**config.mk**
```make
export PLATFORM = sky130hd
export DESIGN_NAME = regbank_unit
export DESIGN_NICKNAME = d
export VERILOG_FILES = /design/src/rtl/regbank_pkg.sv /design/src/rtl/rb_decode.sv /design/src/rtl/rb_storage.sv /design/src/rtl/rb_sfr.sv /design/src/rtl/regbank_unit.sv
export SDC_FILE = /design/constraint.sdc
export NUM_CORES = 1
export LEC_CHECK = 0
export ABC_AREA = 1
export BUFFER_PORTS_ARGS = -buffer_cell sky130_fd_sc_hd__buf_2
export CORE_ASPECT_RATIO = 0.75
export CORE_MARGIN = 4
export CORE_UTILIZATION = 41
export CTS_BUF_LIST = sky130_fd_sc_hd__clkbuf_8
export DETAILED_ROUTE_END_ITERATION = 8
export PLACE_DENSITY = 0.63
export SYNTH_ARGS = -nofsm -noshare
export SYNTH_HDL_FRONTEND = slang
export SYNTH_SLANG_ARGS = --single-unit
```
**constraint.sdc**
```tcl
create_clock -name clk_i -period 3.9 [get_ports clk_i]
set_clock_uncertainty 0.15 [all_clocks]
set_input_delay 0.975 -clock clk_i [delete_from_list [all_inputs] [get_ports clk_i]]
set_output_delay 0.975 -clock clk_i [all_outputs]
set_load 0.01 [all_outputs]
```
**src/rtl/regbank_pkg.sv**
```systemverilog
package regbank_pkg;
  localparam int unsigned DATA_W    = 8;
  localparam int unsigned REGS_BANK = 8;
  localparam int unsigned BANKS     = 4;
  localparam int unsigned READ_PORTS = 2;

  localparam logic [7:0] SFR_PSW = 8'hD0;
  localparam logic [7:0] SFR_ACC = 8'hE0;
  localparam logic [7:0] SFR_B   = 8'hF0;

  // status byte bit positions
  localparam int unsigned ST_CY  = 7;
  localparam int unsigned ST_AC  = 6;
  localparam int unsigned ST_RSH = 4;
  localparam int unsigned ST_RSL = 3;
  localparam int unsigned ST_OV  = 2;

  typedef enum logic [1:0] {
    K_REG    = 2'd0,
    K_DIRECT = 2'd1,
    K_BIT    = 2'd2,
    K_NONE   = 2'd3
  } wr_kind_e;

  typedef enum logic [2:0] {
    T_NONE = 3'd0,
    T_RF   = 3'd1,
    T_ACC  = 3'd2,
    T_B    = 3'd3,
    T_PSW  = 3'd4
  } target_e;
endpackage

```
**src/rtl/rb_decode.sv**
```systemverilog
module rb_decode
  import regbank_pkg::*;
#(
  parameter int unsigned REGS  = REGS_BANK,
  parameter int unsigned NBANK = BANKS,
  localparam int unsigned RW   = $clog2(REGS),
  localparam int unsigned BW   = $clog2(NBANK),
  localparam int unsigned AW   = RW + BW
) (
  input  logic [1:0]    kind_i,
  input  logic [7:0]    addr_i,
  input  logic [BW-1:0] bank_i,
  output target_e       tgt_o,
  output logic [AW-1:0] idx_o
);
  localparam int unsigned DEPTH = REGS * NBANK;

  always_comb begin
    tgt_o = T_NONE;
    idx_o = '0;
    unique case (wr_kind_e'(kind_i))
      K_REG: begin
        tgt_o = T_RF;
        idx_o = {bank_i, addr_i[RW-1:0]};
      end
      K_DIRECT: begin
        if (32'(addr_i) < DEPTH) begin
          tgt_o = T_RF;
          idx_o = addr_i[AW-1:0];
        end else if (addr_i == SFR_ACC) tgt_o = T_ACC;
        else if (addr_i == SFR_B)       tgt_o = T_B;
        else if (addr_i == SFR_PSW)     tgt_o = T_PSW;
      end
      K_BIT: begin
        if (addr_i[7:3] == SFR_ACC[7:3])      tgt_o = T_ACC;
        else if (addr_i[7:3] == SFR_B[7:3])   tgt_o = T_B;
        else if (addr_i[7:3] == SFR_PSW[7:3]) tgt_o = T_PSW;
      end
      default: tgt_o = T_NONE;
    endcase
  end
endmodule

```
**src/rtl/rb_storage.sv**
```systemverilog
module rb_storage
  import regbank_pkg::*;
#(
  parameter int unsigned DW    = DATA_W,
  parameter int unsigned REGS  = REGS_BANK,
  parameter int unsigned NBANK = BANKS,
  parameter int unsigned NRD   = READ_PORTS,
  localparam int unsigned DEPTH = REGS * NBANK,
  localparam int unsigned AW    = $clog2(DEPTH)
) (
  input  logic                    clk_i,
  input  logic                    rst_ni,
  input  logic                    we_i,
  input  logic [AW-1:0]           widx_i,
  input  logic [DW-1:0]           wdata_i,
  input  logic [NRD-1:0][AW-1:0]  ridx_i,
  output logic [NRD-1:0][DW-1:0]  rdata_o
);
  logic [DW-1:0] mem_q [DEPTH];

  always_ff @(posedge clk_i) begin
    if (we_i) mem_q[widx_i] <= wdata_i;
  end

  for (genvar p = 0; p < NRD; p++) begin : g_rd
    assign rdata_o[p] = mem_q[ridx_i[p]];
  end

  // written byte holds the written value after the edge
  p_wr_lands_r3: assert property (@(posedge clk_i) disable iff (!rst_ni)
    we_i |=> mem_q[$past(widx_i)] == $past(wdata_i));
endmodule

```
**src/rtl/rb_sfr.sv**
```systemverilog
module rb_sfr
  import regbank_pkg::*;
#(
  parameter int unsigned DW = DATA_W,
  localparam int unsigned BPW = $clog2(DW)
) (
  input  logic           clk_i,
  input  logic           rst_ni,
  input  logic [DW-1:0]  wdata_i,
  input  logic           acc_we_i,
  input  logic           b_we_i,
  input  logic           psw_we_i,
  input  logic           acc_bwe_i,
  input  logic           b_bwe_i,
  input  logic           psw_bwe_i,
  input  logic [BPW-1:0] bitpos_i,
  input  logic [2:0]     flag_en_i,
  input  logic [2:0]     flag_val_i,
  output logic [DW-1:0]  acc_o,
  output logic [DW-1:0]  b_o,
  output logic [DW-1:0]  psw_o
);
  logic [DW-1:0] acc_q, acc_d, b_q, b_d;
  logic [DW-1:1] psw_q, psw_d;
  logic [DW-1:0] psw_full;
  logic          bit_val;

  assign bit_val = wdata_i[0];

  always_comb begin
    acc_d = acc_q;
    if (acc_we_i)  acc_d = wdata_i;
    if (acc_bwe_i) acc_d[bitpos_i] = bit_val;
  end

  always_comb begin
    b_d = b_q;
    if (b_we_i)  b_d = wdata_i;
    if (b_bwe_i) b_d[bitpos_i] = bit_val;
  end

  // flag port overrides a coincident status write on its enabled bits
  always_comb begin
    psw_full = {psw_q, 1'b0};
    if (psw_we_i)  psw_full = wdata_i;
    if (psw_bwe_i) psw_full[bitpos_i] = bit_val;
    if (flag_en_i[2]) psw_full[ST_CY] = flag_val_i[2];
    if (flag_en_i[1]) psw_full[ST_AC] = flag_val_i[1];
    if (flag_en_i[0]) psw_full[ST_OV] = flag_val_i[0];
    psw_d = psw_full[DW-1:1];
  end

  always_ff @(posedge clk_i or negedge rst_ni) begin
    if (!rst_ni) begin
      acc_q <= '0;
      b_q   <= '0;
      psw_q <= '0;
    end else begin
      acc_q <= acc_d;
      b_q   <= b_d;
      psw_q <= psw_d;
    end
  end

  assign acc_o = acc_q;
  assign b_o   = b_q;
  assign psw_o = {psw_q, ^acc_q};

  // a single-bit accumulator change flips parity
  p_parity_r4: assert property (@(posedge clk_i) disable iff (!rst_ni)
    ($countones(acc_o ^ $past(acc_o)) == 1) |-> (psw_o[0] != $past(psw_o[0])));

  // enabled carry load lands on the next cycle
  p_flag_cy_r7: assert property (@(posedge clk_i) disable iff (!rst_ni)
    flag_en_i[2] |=> psw_o[ST_CY] == $past(flag_val_i[2]));

  p_flag_ov_r7: assert property (@(posedge clk_i) disable iff (!rst_ni)
    flag_en_i[0] |=> psw_o[ST_OV] == $past(flag_val_i[0]));

  // no write and no flag load keeps all three registers
  p_hold_r5: assert property (@(posedge clk_i) disable iff (!rst_ni)
    !(acc_we_i || b_we_i || psw_we_i || acc_bwe_i || b_bwe_i || psw_bwe_i || (|flag_en_i))
    |=> ($stable(acc_o) && $stable(b_o) && $stable(psw_o)));
endmodule

```
**src/rtl/regbank_unit.sv**
```systemverilog
module regbank_unit
  import regbank_pkg::*;
#(
  parameter int unsigned DW    = DATA_W,
  parameter int unsigned REGS  = REGS_BANK,
  parameter int unsigned NBANK = BANKS
) (
  input  logic          clk_i,
  input  logic          rst_ni,
  input  logic          wr_en_i,
  input  logic [1:0]    wr_kind_i,
  input  logic [7:0]    wr_addr_i,
  input  logic [7:0]    wr_data_i,
  input  logic [2:0]    flag_en_i,
  input  logic [2:0]    flag_val_i,
  input  logic          rd0_is_reg_i,
  input  logic [7:0]    rd0_addr_i,
  output logic [7:0]    rd0_data_o,
  input  logic          rd1_is_reg_i,
  input  logic [7:0]    rd1_addr_i,
  output logic [7:0]    rd1_data_o,
  output logic [7:0]    acc_o,
  output logic [7:0]    b_o,
  output logic [7:0]    psw_o,
  output logic [1:0]    bank_o
);
  localparam int unsigned NRD   = READ_PORTS;
  localparam int unsigned DEPTH = REGS * NBANK;
  localparam int unsigned AW    = $clog2(DEPTH);
  localparam int unsigned BW    = $clog2(NBANK);
  localparam int unsigned BPW   = $clog2(DW);

  logic [BW-1:0]          bank;
  target_e                wr_tgt;
  logic [AW-1:0]          wr_idx;
  logic                   wr_bit, wr_byte;
  logic [NRD-1:0]         rd_is_reg;
  logic [NRD-1:0][7:0]    rd_addr;
  logic [NRD-1:0][AW-1:0] rd_idx;
  logic [NRD-1:0][DW-1:0] rf_rdata;
  logic [NRD-1:0][DW-1:0] rd_data;
  target_e                rd_tgt [NRD];

  assign bank = psw_o[ST_RSH:ST_RSL];

  rb_decode #(.REGS(REGS), .NBANK(NBANK)) u_wr_dec (
    .kind_i (wr_kind_i),
    .addr_i (wr_addr_i),
    .bank_i (bank),
    .tgt_o  (wr_tgt),
    .idx_o  (wr_idx)
  );

  assign wr_bit  = wr_en_i && (wr_kind_e'(wr_kind_i) == K_BIT);
  assign wr_byte = wr_en_i && !wr_bit;

  assign rd_is_reg = {rd1_is_reg_i, rd0_is_reg_i};
  assign rd_addr   = {rd1_addr_i, rd0_addr_i};

  for (genvar p = 0; p < NRD; p++) begin : g_rd
    rb_decode #(.REGS(REGS), .NBANK(NBANK)) u_rd_dec (
      .kind_i (rd_is_reg[p] ? K_REG : K_DIRECT),
      .addr_i (rd_addr[p]),
      .bank_i (bank),
      .tgt_o  (rd_tgt[p]),
      .idx_o  (rd_idx[p])
    );

    always_comb begin
      unique case (rd_tgt[p])
        T_RF:    rd_data[p] = rf_rdata[p];
        T_ACC:   rd_data[p] = acc_o;
        T_B:     rd_data[p] = b_o;
        T_PSW:   rd_data[p] = psw_o;
        default: rd_data[p] = '0;
      endcase
    end
  end

  assign rd0_data_o = rd_data[0];
  assign rd1_data_o = rd_data[1];

  rb_storage #(.DW(DW), .REGS(REGS), .NBANK(NBANK), .NRD(NRD)) u_store (
    .clk_i   (clk_i),
    .rst_ni  (rst_ni),
    .we_i    (wr_byte && (wr_tgt == T_RF)),
    .widx_i  (wr_idx),
    .wdata_i (wr_data_i),
    .ridx_i  (rd_idx),
    .rdata_o (rf_rdata)
  );

  rb_sfr #(.DW(DW)) u_sfr (
    .clk_i      (clk_i),
    .rst_ni     (rst_ni),
    .wdata_i    (wr_data_i),
    .acc_we_i   (wr_byte && (wr_tgt == T_ACC)),
    .b_we_i     (wr_byte && (wr_tgt == T_B)),
    .psw_we_i   (wr_byte && (wr_tgt == T_PSW)),
    .acc_bwe_i  (wr_bit && (wr_tgt == T_ACC)),
    .b_bwe_i    (wr_bit && (wr_tgt == T_B)),
    .psw_bwe_i  (wr_bit && (wr_tgt == T_PSW)),
    .bitpos_i   (wr_addr_i[BPW-1:0]),
    .flag_en_i  (flag_en_i),
    .flag_val_i (flag_val_i),
    .acc_o      (acc_o),
    .b_o        (b_o),
    .psw_o      (psw_o)
  );

  assign bank_o = bank;

  // register writes land at {bank, n}
  p_bank_map_r1: assert property (@(posedge clk_i) disable iff (!rst_ni)
    (wr_en_i && wr_kind_i == 2'd0) |-> wr_idx == {bank_o, wr_addr_i[2:0]});

  // bank only moves on a status write
  p_bank_hold_r2: assert property (@(posedge clk_i) disable iff (!rst_ni)
    !(wr_en_i && wr_tgt == T_PSW) |=> $stable(bank_o));
endmodule

```
======== Yosys cells after proc, flatten, opt, wreduce, memory -nomap -nowiden ========
Memories as Yosys holds them, arrays and structs flattened.
Cells that the tools add are included.
storage, ports and cells
  memories kept ........................... 1
  ROM bits ................................ 0
  RAM bits ................................ 256
  register bits after elaboration ......... 23
  bits in latches ......................... 0
  word-level logic and storage cells ...... 110
memories
  memory         depth  width  rd ports  clocked after memory_dff  write ports  line              source
  u_store.mem_q  32     8      2         0                         1            rb_storage.sv:19  logic [DW-1:0] mem_q [DEPTH];
cells by class
  multipliers ............................. 0
  divide/modulo/power cells ............... 0
  equality and inequality tests ........... 36
  reduce and logical (&&, ||, !) cells .... 15
  $add $sub $neg .......................... 0
  multiplexer cells ....................... 50
  magnitude comparators ................... 5
  shift operators ......................... 0
  bitwise logic cells ..................... 0
operator list
  operator                                                               count
  8-bit == test, second input constant                                   9
  8-bit case mux with 4 select lines                                     2
  3-bit 2-to-1 mux                                                       21
  8-bit 2-to-1 mux                                                       6
  5-bit == test, second input constant                                   9
  5-bit case mux with 2 select lines                                     3
  3-bit case mux with 3 select lines                                     3
  8-bit bitwise mux                                                      3
  8-bit by 6-bit < comparator with 1-bit output, second input constant   3
  3-bit by 2-bit == test with 1-bit output, second input constant        6
  5-bit 2-to-1 mux                                                       3
  1-bit logical AND                                                      10
  3-bit by 1-bit == test with 1-bit output, second input constant        3
  3-bit == test, second input constant                                   3
  1-bit 2-to-1 mux                                                       8
  8-bit parity                                                           1
  2-bit zero test                                                        3
  1-bit by 2-bit == test with 1-bit output, second input constant        2
  3-bit by 4-bit < comparator with 1-bit output, second input constant   1
  1-bit demux with 3-bit select                                          1
  3-bit by 1-bit >= comparator with 1-bit output, second input constant  1
  1-bit == test, second input constant                                   2
  2-bit by 1-bit == test with 1-bit output, second input constant        1
  2-bit == test, second input constant                                   1
  1-bit zero test                                                        1

======== Logic depth before layout (Yosys ltp) ========
Gate-level depths: netlist of run 1.
  depth in word-level cells ............... 12
  mapped depth ............................ 12

======== Cells and area by module ========
From an unflattened synthesis of run 1, not the netlist that was laid out.
second synthesis, totals
  cells, all modules ...................... 2,076
  area total of the unflattened synthesis .. 16,503.3 um^2
modules (own cells, without submodules)
  module        times used  cells an instance  area each (um^2)
  rb_storage    1           1,523              13,340.3
  rb_sfr        1           227                1,458.9
  regbank_unit  1           191                1,081.0
  rb_decode     3           45                 207.7

======== Least setup slack after synthesis of run 1 ========
OpenSTA, ideal clock, no wires.
  path type ............................... input to output
  from .................................... in rd0_addr_i[7]
  to ...................................... out rd0_data_o[2]
  data arrival time ....................... 2,134 ps
  required time ........................... 2,775 ps
  cell stages on the path ................. 11
  slack ................................... 641 ps
  cells stage by stage .................... nor2_1 nand2_1 nand2_2 nand2_1 buf_2 buf_2 nand3_1 nand3_1 nand3_1 nand3_1 nand3_1
on the way
  cells in the longest elaborated chain, start to end .. 8
  elaborated cells on any way between the ends .. 23
  classes of those cells .................. 1 x order compare; 10 x eq/ne; 11 x mux; 1 x memory
ends and longest elaborated chain
  element                                                                                line                source
  start: declaration                                                                     regbank_unit.sv:17  input logic [7:0] rd0_addr_i,
  branches (longest 7 deep; another with 8-bit by 6-bit < comparator with 1-bit output)  -
  8-bit case mux with 4 select lines (*)                                                 regbank_unit.sv:70  unique case (rd_tgt[p])
  end: declaration                                                                       regbank_unit.sv:18  output logic [7:0] rd0_data_o,
Mark *: on every way between the ends.

======== Final worst setup path of run 1 ========
  from .................................... in rd0_addr_i[7]
  to ...................................... out rd0_data_o[5]
The elaborated chain is that of the path after synthesis.

==> run_results.csv, run 1 <==
group,metric,value,unit
power,vdd_ir_drop_max,0.452,mV
sta,setup_ws,0.00800,ns
detailed_routing,drtIter0Drc,2648,
job,drv_cap,0,
power,power_density,377,nW/µm²
critical_path,slowest_stage,"nand3_1",
logic_synthesis,yosysWarningCount,0,
critical_path,reg2reg_from,"u_sfr.psw_q[4]$_DFF_PN0_",
finish,final_cell_mix,"604 x nand3_1, 451 x nand2_1, 256 x edfxtp_1, 120 x inv_1",
clock_network,clk_pin_slew,0.08,ns
logic_synthesis,synth_cell_types,39,
detailed_routing,drtPass1Iterations,7,
clock_network,cts_tree,"yes",
placed_design,portBuffers,86,
global_route,grt_max_degree,61,
sta,post-route-period-util,99.8,%
floorplan,ios,87,
global_route,gr-total-overflow,0,
finish,syn2layout_area_growth,18.4,%
critical_path,crit_chain,"buf_2 -> nor2_2 -> nand2_1 -> nand2_4 -> buf_12 -> nand2_8 -> buf_12 -> nand2_1 -> nand3_1 -> nand3_1 -> nand3_1 -> nand3_1 -> nand3_1 -> buf_2",
clock_network,root_buffer,"clkbuf_8",
logic_synthesis,synth_top_cell_area_share,49.5,%
critical_path,crit_path_end_kind,"primary output",
detailed_routing,routed_wl,57900,µm
placed_design,hpwl,39600,µm
global_route,grt_pass1_vias,14100,
global_route,grt_usage,27.4,%
sta,setup_viol_count_final,0,
critical_path,path_class,"in2out",
floorplan,initial_core_util,41.7,%
sta,final-max-slew-violation-count,0,
critical_path,timing.rr.end,"u_store.mem_q[17][1]$_DFFE_PP_",
detailed_routing,ant_nets,0,
placed_design,place_inst,2432,
critical_path,cp-start-kind,"input port",
clock_network,ctsHoldBuffers,0,
floorplan,die_y,177,µm
logic_synthesis,yosysSeqAreaShare,53.2,%
floorplan,dieArea,41100,µm²
clock_network,cts_max_path_buffers,3,
critical_path,slowest_delay,0.22,ns
run_status,status,"complete, no violations",
critical_path,path_max_fanout,21,
detailed_routing,vias,15100,
sta,slew_headroom,27.5,%
finish,drive_gt1_share,17.6,%
critical_path,cpMostUsedCell,"nand3_1",
finish,layout_commonest_cell,"nand3_1",
placed_design,dp_slack,-0.125,ns
finish,final_cell_area,18400,µm²
logic_synthesis,synthTopCellsByArea,"edfxtp_1 50%, nand3_1 21%, nand2_1 11%, dfrtp_1 3.7%, inv_1 2.6%",
clock_network,cts_made_buffers,45,
detailed_routing,drc,0,
sta,hold_viol_final,0,
clock_network,h-tree-depth,2,
placed_design,gp_congestion,1.07,
global_route,antenna_found_initial,0,
finish,fin_cells,2516,
logic_synthesis,synth_top_flop_cell,"edfxtp_1",
critical_path,r2r_setup_slack,1.32,ns
logic_synthesis,netlist_area,15500,µm²
sta,tns,0,ns
clock_network,clk_latency,0.58,ns
finish,final_core_util,49.4,%
floorplan,rows,61,
logic_synthesis,yosysTopAreaCell,"edfxtp_1",
logic_synthesis,synth.ff_latch_count,279,
power,power.leakage,7.56,nW
logic_synthesis,async_flop_share,8.24,%
critical_path,required,2.77,ns
sta,min_period,3.89,ns
finish,fin_nets,2026,
clock_network,clock_sinks,279,
placed_design,dpl-instance-area,17300,µm²
floorplan,fp.dieW,233,µm
hold_path,hold_class,"in2async",
detailed_routing,vias_per_cell,5.99,
floorplan,core-area,37200,µm²
global_route,grt_pass1_wl,85800,µm
logic_synthesis,syn_avg_cell_area,8.42,µm²
logic_synthesis,synth_edf_count,256,
critical_path,arrival,2.77,ns
critical_path,r2r_cells,5,
detailed_routing,wl_per_cell,23.0,µm
sta,worst_pin_slew,1.08,ns
logic_synthesis,synth_fp_nets,1888,
sta,fmax,257,MHz
logic_synthesis,postSynthCellCount,1843,
==> worst max path at each step <==
stage,endpoint,from,depth (start not counted),slack [ns]
2_1_floorplan,rd0_data_o[2],rd0_addr_i[7],11,0.64
3_3_place_gp,rd1_data_o[7],rd1_addr_i[7],14,-0.13
3_5_place_dp,rd1_data_o[7],rd1_addr_i[7],14,-0.13
4_1_cts,rd1_data_o[3],rd1_addr_i[7],13,-0.03
6_report,rd0_data_o[5],rd0_addr_i[7],14,0.008
5_1_grt,rd0_data_o[6],rd0_addr_i[7],15,-0.02
==> area by class of cell <==
type	instances	area (µm²)
Timing Repair Buffer	210	1770
Fill cell	3522	18900
Inverter	121	458
Tap cell	504	631
Antenna cell	2	5.00
Clock buffer	46	633
Multi-Input combinational cell	1324	6460
Clock inverter	30	163
Sequential cell	279	8260
==> worst max-delay path, delay by kind of cell <==
family | cells | cell delay (ns)
buffers and inverters | 4 | 0.59
AND/OR/NAND/NOR | 10 | 1.18
==> sequential cells by signal (all words and copies together) (netlist names) <==
name,count
u_store.mem_q,256
u_sfr.b_o,8
u_sfr.acc_o,8
u_sfr.psw_q,7
==> report_power, final <==
part	switching, mW	total, mW	internal (mW)
combinational	0.823	1.21	0.391
sequential	0.0385	3.34	3.30
clock	1.22	2.38	1.16
total	2.08	6.93	4.85
==> timing repair <==
action / 4_1_cts / 5_1_grt
endpoints found under the setup margin: 13 / 16
cloned: 0 / 1
buffers inserted: 0 / 5
gates resized for setup: 10 / 49
pin swaps: 1 / 8
==> metal layers <==
| metal | global-route usage (%) | vias up | wire length (µm) |
|---|---|---|---|
| met5 | 0 | - | 0 |
| met4 | 8.51 | 0 | 1890 |
| met1 | 41.3 | 7178 | 24600 |
| li1 | - | 6692 | - |
| met2 | 38.5 | 1041 | 24000 |
| met3 | 7.24 | 153 | 7510 |
==> cells by family after synthesis <==
kind of cell           count (synthesis)  share of synthesized area, %
AND/OR/NAND/NOR                     1246                          36.5
flip-flops                           279                          53.2
buffers and inverters                240                          6.78
AO/OA/AOI/OAI                         71                          3.11
XOR/XNOR                               6                         0.339
multiplexers                           1                        0.0645
==> Yosys cell counts (all sizes together) (3+ instances only) <==
cell       n
o22ai     14
or2       12
o211ai     3
a21oi     14
o2111ai   22
inv      119
clkbuf    34
nor2     101
dfrtp     23
nand3b    10
edfxtp   256
xnor2      5
o21ai     16
buf       85
nand3    640
nand2    464
nand4      5
nor3      13
==> stage by stage <==
stage                     total power, mW  hold slack, ns
after floorplan                      3.99           0.446
after global placement               4.52           0.464
after detailed placement             4.53           0.478
after CTS                            6.88           0.234
after global routing                 7.18           0.265
final                                6.93           0.250
Note: power is estimated with default switching activity, not from simulation.
==> inputs of run 2 (changes only) <==
- CORE_UTILIZATION: 41 -> 52
- PLACE_DENSITY: 0.63 -> 0.76
==> run 2 against run 1 <==
Flip-flop and latch count unchanged. Clock-buffer cell count up 1. Global-route usage up 5.6 points. Core utilization up 13 points. Die area down 20%. Largest power group unchanged. Critical path type unchanged. Register-to-register slack worse by 0.05 ns. Critical path depth unchanged. Cell count down 4.3%.
==> run_results.csv, run 2 (same netlist as run 1, synthesis figures left out) <==
group,metric,value,unit
run_status,status,"complete, no violations",
finish,max_flop_register,"u_store.mem_q",
clock_network,h-tree-depth,2,
power,power_density,375,nW/µm²
critical_path,arrival,2.76,ns
global_route,antenna_found_initial,1,
detailed_routing,ant_nets,0,
finish,drive_gt1_share,17.7,%
detailed_routing,vias_per_cell,6.42,
floorplan,dieArea,32700,µm²
detailed_routing,routed_wl,57000,µm
sta,hold_viol_final,0,
global_route,grt_max_degree,74,
job,drv_cap,0,
detailed_routing,drc,0,
finish,antennaDiodeCount,0,
finish,layout_commonest_cell,"nand3_1",
placed_design,dpl-instance-area,17100,µm²
critical_path,path_class,"in2out",
clock_network,clk_pin_slew,0.07,ns
detailed_routing,highest_layer,"met4",
global_route,grt_usage,33.1,%
floorplan,die_y,158,µm
clock_network,cts_made_buffers,43,
placed_design,dp_slack,-0.134,ns
floorplan,fp.dieW,207,µm
floorplan,rows,54,
sta,min_period,3.88,ns
clock_network,cts_max_path_buffers,3,
sta,fmax,258,MHz
detailed_routing,wl_per_cell,23.7,µm
floorplan,ios,87,
detailed_routing,drt-met1-wl,21600,µm
power,vdd_ir_drop_max,0.324,mV
sta,final-max-slew-violation-count,0,
detailed_routing,drtIter0Drc,2494,
critical_path,cp-start-kind,"input port",
sta,setup_viol_count_final,0,
finish,fin_nets,2032,
hold_path,hold_class,"in2async",
global_route,grt_pass1_wl,83400,µm
sta,slew_headroom,25.8,%
finish,syn2layout_area_growth,18.3,%
floorplan,core-area,29300,µm²
sta,post-route-period-util,99.5,%
placed_design,place_inst,2323,
placed_design,hpwl,38000,µm
detailed_routing,route.met2.wl,24000,µm
finish,final_cell_area,18400,µm²
global_route,grt_pass1_vias,14200,
clock_network,ctsHoldBuffers,0,
placed_design,gp_congestion,1.05,
critical_path,required,2.77,ns
placed_design,portBuffers,86,
detailed_routing,drtPass1Iterations,6,
finish,final_cell_mix,"607 x nand3_1, 451 x nand2_1, 256 x edfxtp_1, 122 x inv_1, 93 x buf_4",
critical_path,path_max_fanout,12,
power,p_total,6.89,mW
detailed_routing,vias,15500,
finish,final_core_util,62.8,%
sta,rsz0062_at_grt,"true",
clock_network,clock_sinks,279,
sta,worst_pin_slew,1.11,ns
power,power.leakage,7.66,nW
finish,largest_reg_flops,256,
clock_network,root_buffer,"clkbuf_8",
clock_network,cts_tree,"yes",
sta,setup_ws,0.0178,ns
floorplan,initial_core_util,53.1,%
detailed_routing,wl_met3,8590,µm
finish,fin_cells,2409,
critical_path,crit_path_end_kind,"primary output",
global_route,gr-total-overflow,0,
finish,n_fill_cell,2437,
clock_network,clk_latency,0.56,ns
==> run 2: cell count changes in the layout (fill, tap and decap cells not counted), moves of 3 or more <==
| cell | change |
|---|---|
| clkinvlp_4 | -5 |
| buf_4 | +3 |
| clkinv_2 | +3 |
| buf_6 | -3 |
| clkbuf_16 | +4 |
| nand3_1 | +3 |
| buf_8 | +3 |
==> run 2: per-stage QoR <==
stage,setup TNS [ns],hold slack [ns]
after floorplan,0,0.446
after global placement,-0.326,0.445
after detailed placement,-0.616,0.453
after CTS,0,0.252
after global routing,-0.0176,0.288
final,0,0.262
==> run 2: worst paths after layout <==
path	startpoint	end	slack, ns	cells past startpoint
max	rd0_addr_i[7]	rd0_data_o[1]	0.02	14
min	rst_ni	u_sfr.psw_q[6]$_DFF_PN0_	0.26	1
max reg2reg	u_sfr.psw_q[4]$_DFF_PN0_	u_store.mem_q[17][1]$_DFFE_PP_	1.27	5
min reg2reg	u_sfr.b_o[0]$_DFF_PN0_	u_sfr.b_o[0]$_DFF_PN0_	0.46	2
max in group asynchronous	rst_ni	u_sfr.acc_o[4]$_DFF_PN0_	2.93	1
min in group clk_i	flag_val_i[1]	u_sfr.psw_q[6]$_DFF_PN0_	0.45	3
==> run 2: repair_timing <==
action | in CTS | in global routing
buffers inserted | 0 | 6
pin swaps | 0 | 9
cloned | 0 | 5
setup endpoints to repair | 16 | 16
resized for setup | 8 | 54
==> run 2: layout make-up <==
| type | count | area [µm²] | share of cell area [%] |
|---|---|---|---|
| sequential | 279 | 8260 | 45.0 |
| tap | 392 | 490 | 2.67 |
| timing repair buffer | 218 | 1920 | 10.5 |
| clock inverter | 28 | 140 | 0.763 |
| clock buffer | 47 | 647 | 3.52 |
| multi-input combinational | 1324 | 6440 | 35.1 |
| inverter | 121 | 460 | 2.51 |
==> run 2: critical path: stages <==
cell and delay [ns]:
buf_2 0.12, nor2_4 0.11, nand2_1 0.09, nand2_4 0.18, nand2_8 0.12, buf_16 0.19, buf_4 0.17, nand2_1 0.06
nand3_1 0.06, nand3_1 0.09, nand3_1 0.15, nand3_2 0.15, nand3_1 0.12, buf_2 0.17
==> run 2: report_power, final <==
| part | internal (mW) | switching, mW | total [mW] |
|---|---|---|---|
| logic | 0.403 | 0.817 | 1.22 |
| clock network | 1.17 | 1.16 | 2.33 |
| registers | 3.30 | 0.0371 | 3.34 |
| total | 4.87 | 2.02 | 6.89 |
==> run 2: metal layers <==
layer / vias up / global-route usage (%)
li1: 6699 / -
met1: 7181 / 47.8
met2: 1349 / 48.3
met3: 240 / 7.73
met4: 0 / 14.1
met5: - / 0
==> inputs of run 3 (changes only) <==
- clock period: 3.9 -> 4.84 ns (I/O delays scaled with it)
==> run 3 against run 2 <==
Worst setup slack better by 0.13 ns. Global-route usage down 0.12 points. Cell count down 2.5%. Wire length down 2.6%. Flip-flop and latch count unchanged. First-iteration DRC count up 5.9%. Combinational power down 28%. Highest routed layer unchanged. Total power down 18%.
==> run_results.csv, run 3 (same netlist as run 1, synthesis figures left out) <==
group,metric,value,unit
clock_network,clk_pin_slew,0.08,ns
detailed_routing,vias,15000,
detailed_routing,ant_nets,0,
clock_network,root_buffer,"clkbuf_8",
finish,fin_cells,2348,
placed_design,dp_slack,0.232,ns
power,switchingPower,1.65,mW
global_route,gr-total-overflow,0,
detailed_routing,drtPass1Iterations,6,
power,netSwitchingFraction,29.3,%
sta,final-max-slew-violation-count,0,
power,p_int,3.97,mW
sta,slew_headroom,26.7,%
power,pwr-share-seq,47.9,%
floorplan,fp.dieW,207,µm
sta,hold_ws,0.479,ns
sta,post-route-period-util,96.9,%
power,vdd_ir_drop_max,0.317,mV
sta,fmax,213,MHz
clock_network,ctsHoldBuffers,0,
critical_path,path_buf_inv,3,
global_route,grt_pass1_vias,13700,
clock_network,cts_tree,"yes",
finish,syn2layout_area_growth,12.1,%
clock_network,h-tree-depth,2,
critical_path,required,3.48,ns
power,power_frac_clock,36.6,%
job,drv_cap,0,
clock_network,post_cts_buffers,0,
clock_network,clock_sinks,279,
critical_path,cpMostUsedCell,"nand3_1",
placed_design,gp_congestion,1.03,
global_route,antenna_found_initial,0,
critical_path,arrival,3.33,ns
floorplan,die_y,158,µm
power,p_total,5.62,mW
detailed_routing,vias_per_cell,6.40,
clock_network,cts_max_path_buffers,3,
power,combPwrFrac,15.5,%
critical_path,path_max_fanout,45,
finish,fin_nets,1965,
power,power_density,323,nW/µm²
floorplan,dieArea,32700,µm²
floorplan,rows,54,
finish,final_cell_mix,"639 x nand3_1, 453 x nand2_1, 256 x edfxtp_1, 120 x inv_1, 93 x nor2_1",
clock_network,cts_made_buffers,45,
critical_path,cp-start-kind,"input port",
sta,min_period,4.69,ns
critical_path,path_class,"in2out",
critical_path,slowest_stage,"buf_12",
placed_design,place_inst,2265,
sta,worst_pin_slew,1.09,ns
detailed_routing,drtIter0Drc,2641,
hold_path,hold_class,"in2async",
detailed_routing,wl_per_cell,23.6,µm
clock_network,clk_latency,0.58,ns
sta,rsz0062_at_grt,"false",
placed_design,hpwl,36400,µm
power,power.leakage,7.17,nW
global_route,grt_pass1_wl,82600,µm
finish,largest_reg_flops,256,
critical_path,cpLargestDelayFamily,"simple AND/OR/NAND/NOR gates",
sta,setup_ws,0.152,ns
sta,hold_viol_final,0,
floorplan,ios,87,
sta,setup_viol_count_final,0,
critical_path,crit_chain,"buf_2 -> nor2_1 -> nand2_1 -> nand2_2 -> nand2_4 -> buf_12 -> nand2_1 -> nand3_1 -> nand3_1 -> nand3_1 -> nand3_1 -> nand3_1 -> buf_2",
detailed_routing,routed_wl,55500,µm
critical_path,slowest_delay,0.30,ns
global_route,grt_usage,32.9,%
finish,max_flop_register,"u_store.mem_q",
floorplan,core-area,29300,µm²
clock_network,ctsResizeCount,0,
finish,drive_gt1_share,13.2,%
floorplan,initial_core_util,53.1,%
placed_design,portBuffers,86,
sta,tns,0,ns
detailed_routing,drc,0,
run_status,status,"complete, no violations",
finish,layout_commonest_cell,"nand3_1",
critical_path,crit_path_end_kind,"primary output",
global_route,grt_max_degree,104,
==> run 3: path summary, 6_finish.rpt <==
kind	start	end	slack, ns	depth (start not counted)
setup / recovery	rd1_addr_i[7]	rd1_data_o[3]	0.15	13
hold / removal	rst_ni	u_sfr.psw_q[7]$_DFF_PN0_	0.48	1
setup reg to reg	u_sfr.psw_q[4]$_DFF_PN0_	u_store.mem_q[8][3]$_DFFE_PP_	2.16	6
hold reg to reg	u_sfr.b_o[6]$_DFF_PN0_	u_sfr.b_o[6]$_DFF_PN0_	0.49	4
max in group asynchronous	rst_ni	u_sfr.acc_o[1]$_DFF_PN0_	3.65	1
min in group clk_i	u_sfr.b_o[6]$_DFF_PN0_	u_sfr.b_o[6]$_DFF_PN0_	0.49	4
==> run 3: through the flow <==
| step | utilization [%] | cell area (µm²) |
|---|---|---|
| CTS | 59.4 | 17400 |
| finish | 59.5 | 17400 |
| detailed placement | 56.5 | 16500 |
| global placement | 56.5 | 16500 |
| floorplan | - | 15500 |
| global route | 59.4 | 17400 |
==> run 3: final cells by class <==
type                       instances  area [µm²]
antenna                            1        2.50
clock buffer                      47         647
clock inverter                    35         226
fill                            2540       11900
inverter                         121         455
multi-input combinational       1324        6230
sequential                       279        8260
tap                              392         490
timing repair buffer             149        1080
==> run 3: worst reg2reg max path, cell delays in order, from the launching register on <==
cell	delay, ns
dfrtp_1	0.46
inv_1	0.23
o21a_1	0.27
inv_1	0.09
nor2_1	0.24
nand2_1	0.17
nor2_1	0.69
==> run 3: routing by layer <==
layer / up-vias / wire [µm] / GRT usage, %
met5: - / 0 / 0
met4: 0 / 2390 / 12.1
met3: 204 / 7230 / 7.59
met2: 1200 / 24100 / 50.0
met1: 7047 / 21800 / 47.0
li1: 6570 / - / -
==> run 3: power by group through the flow <==
stage               Clock [mW]  Combinational (mW)  Sequential [mW]
global route              2.19               0.929             2.69
finish                    2.06               0.873             2.69
detailed placement           0               0.842             2.74
floorplan                    0               0.475             2.74
global placement             0               0.832             2.74
CTS                       2.06               0.845             2.69
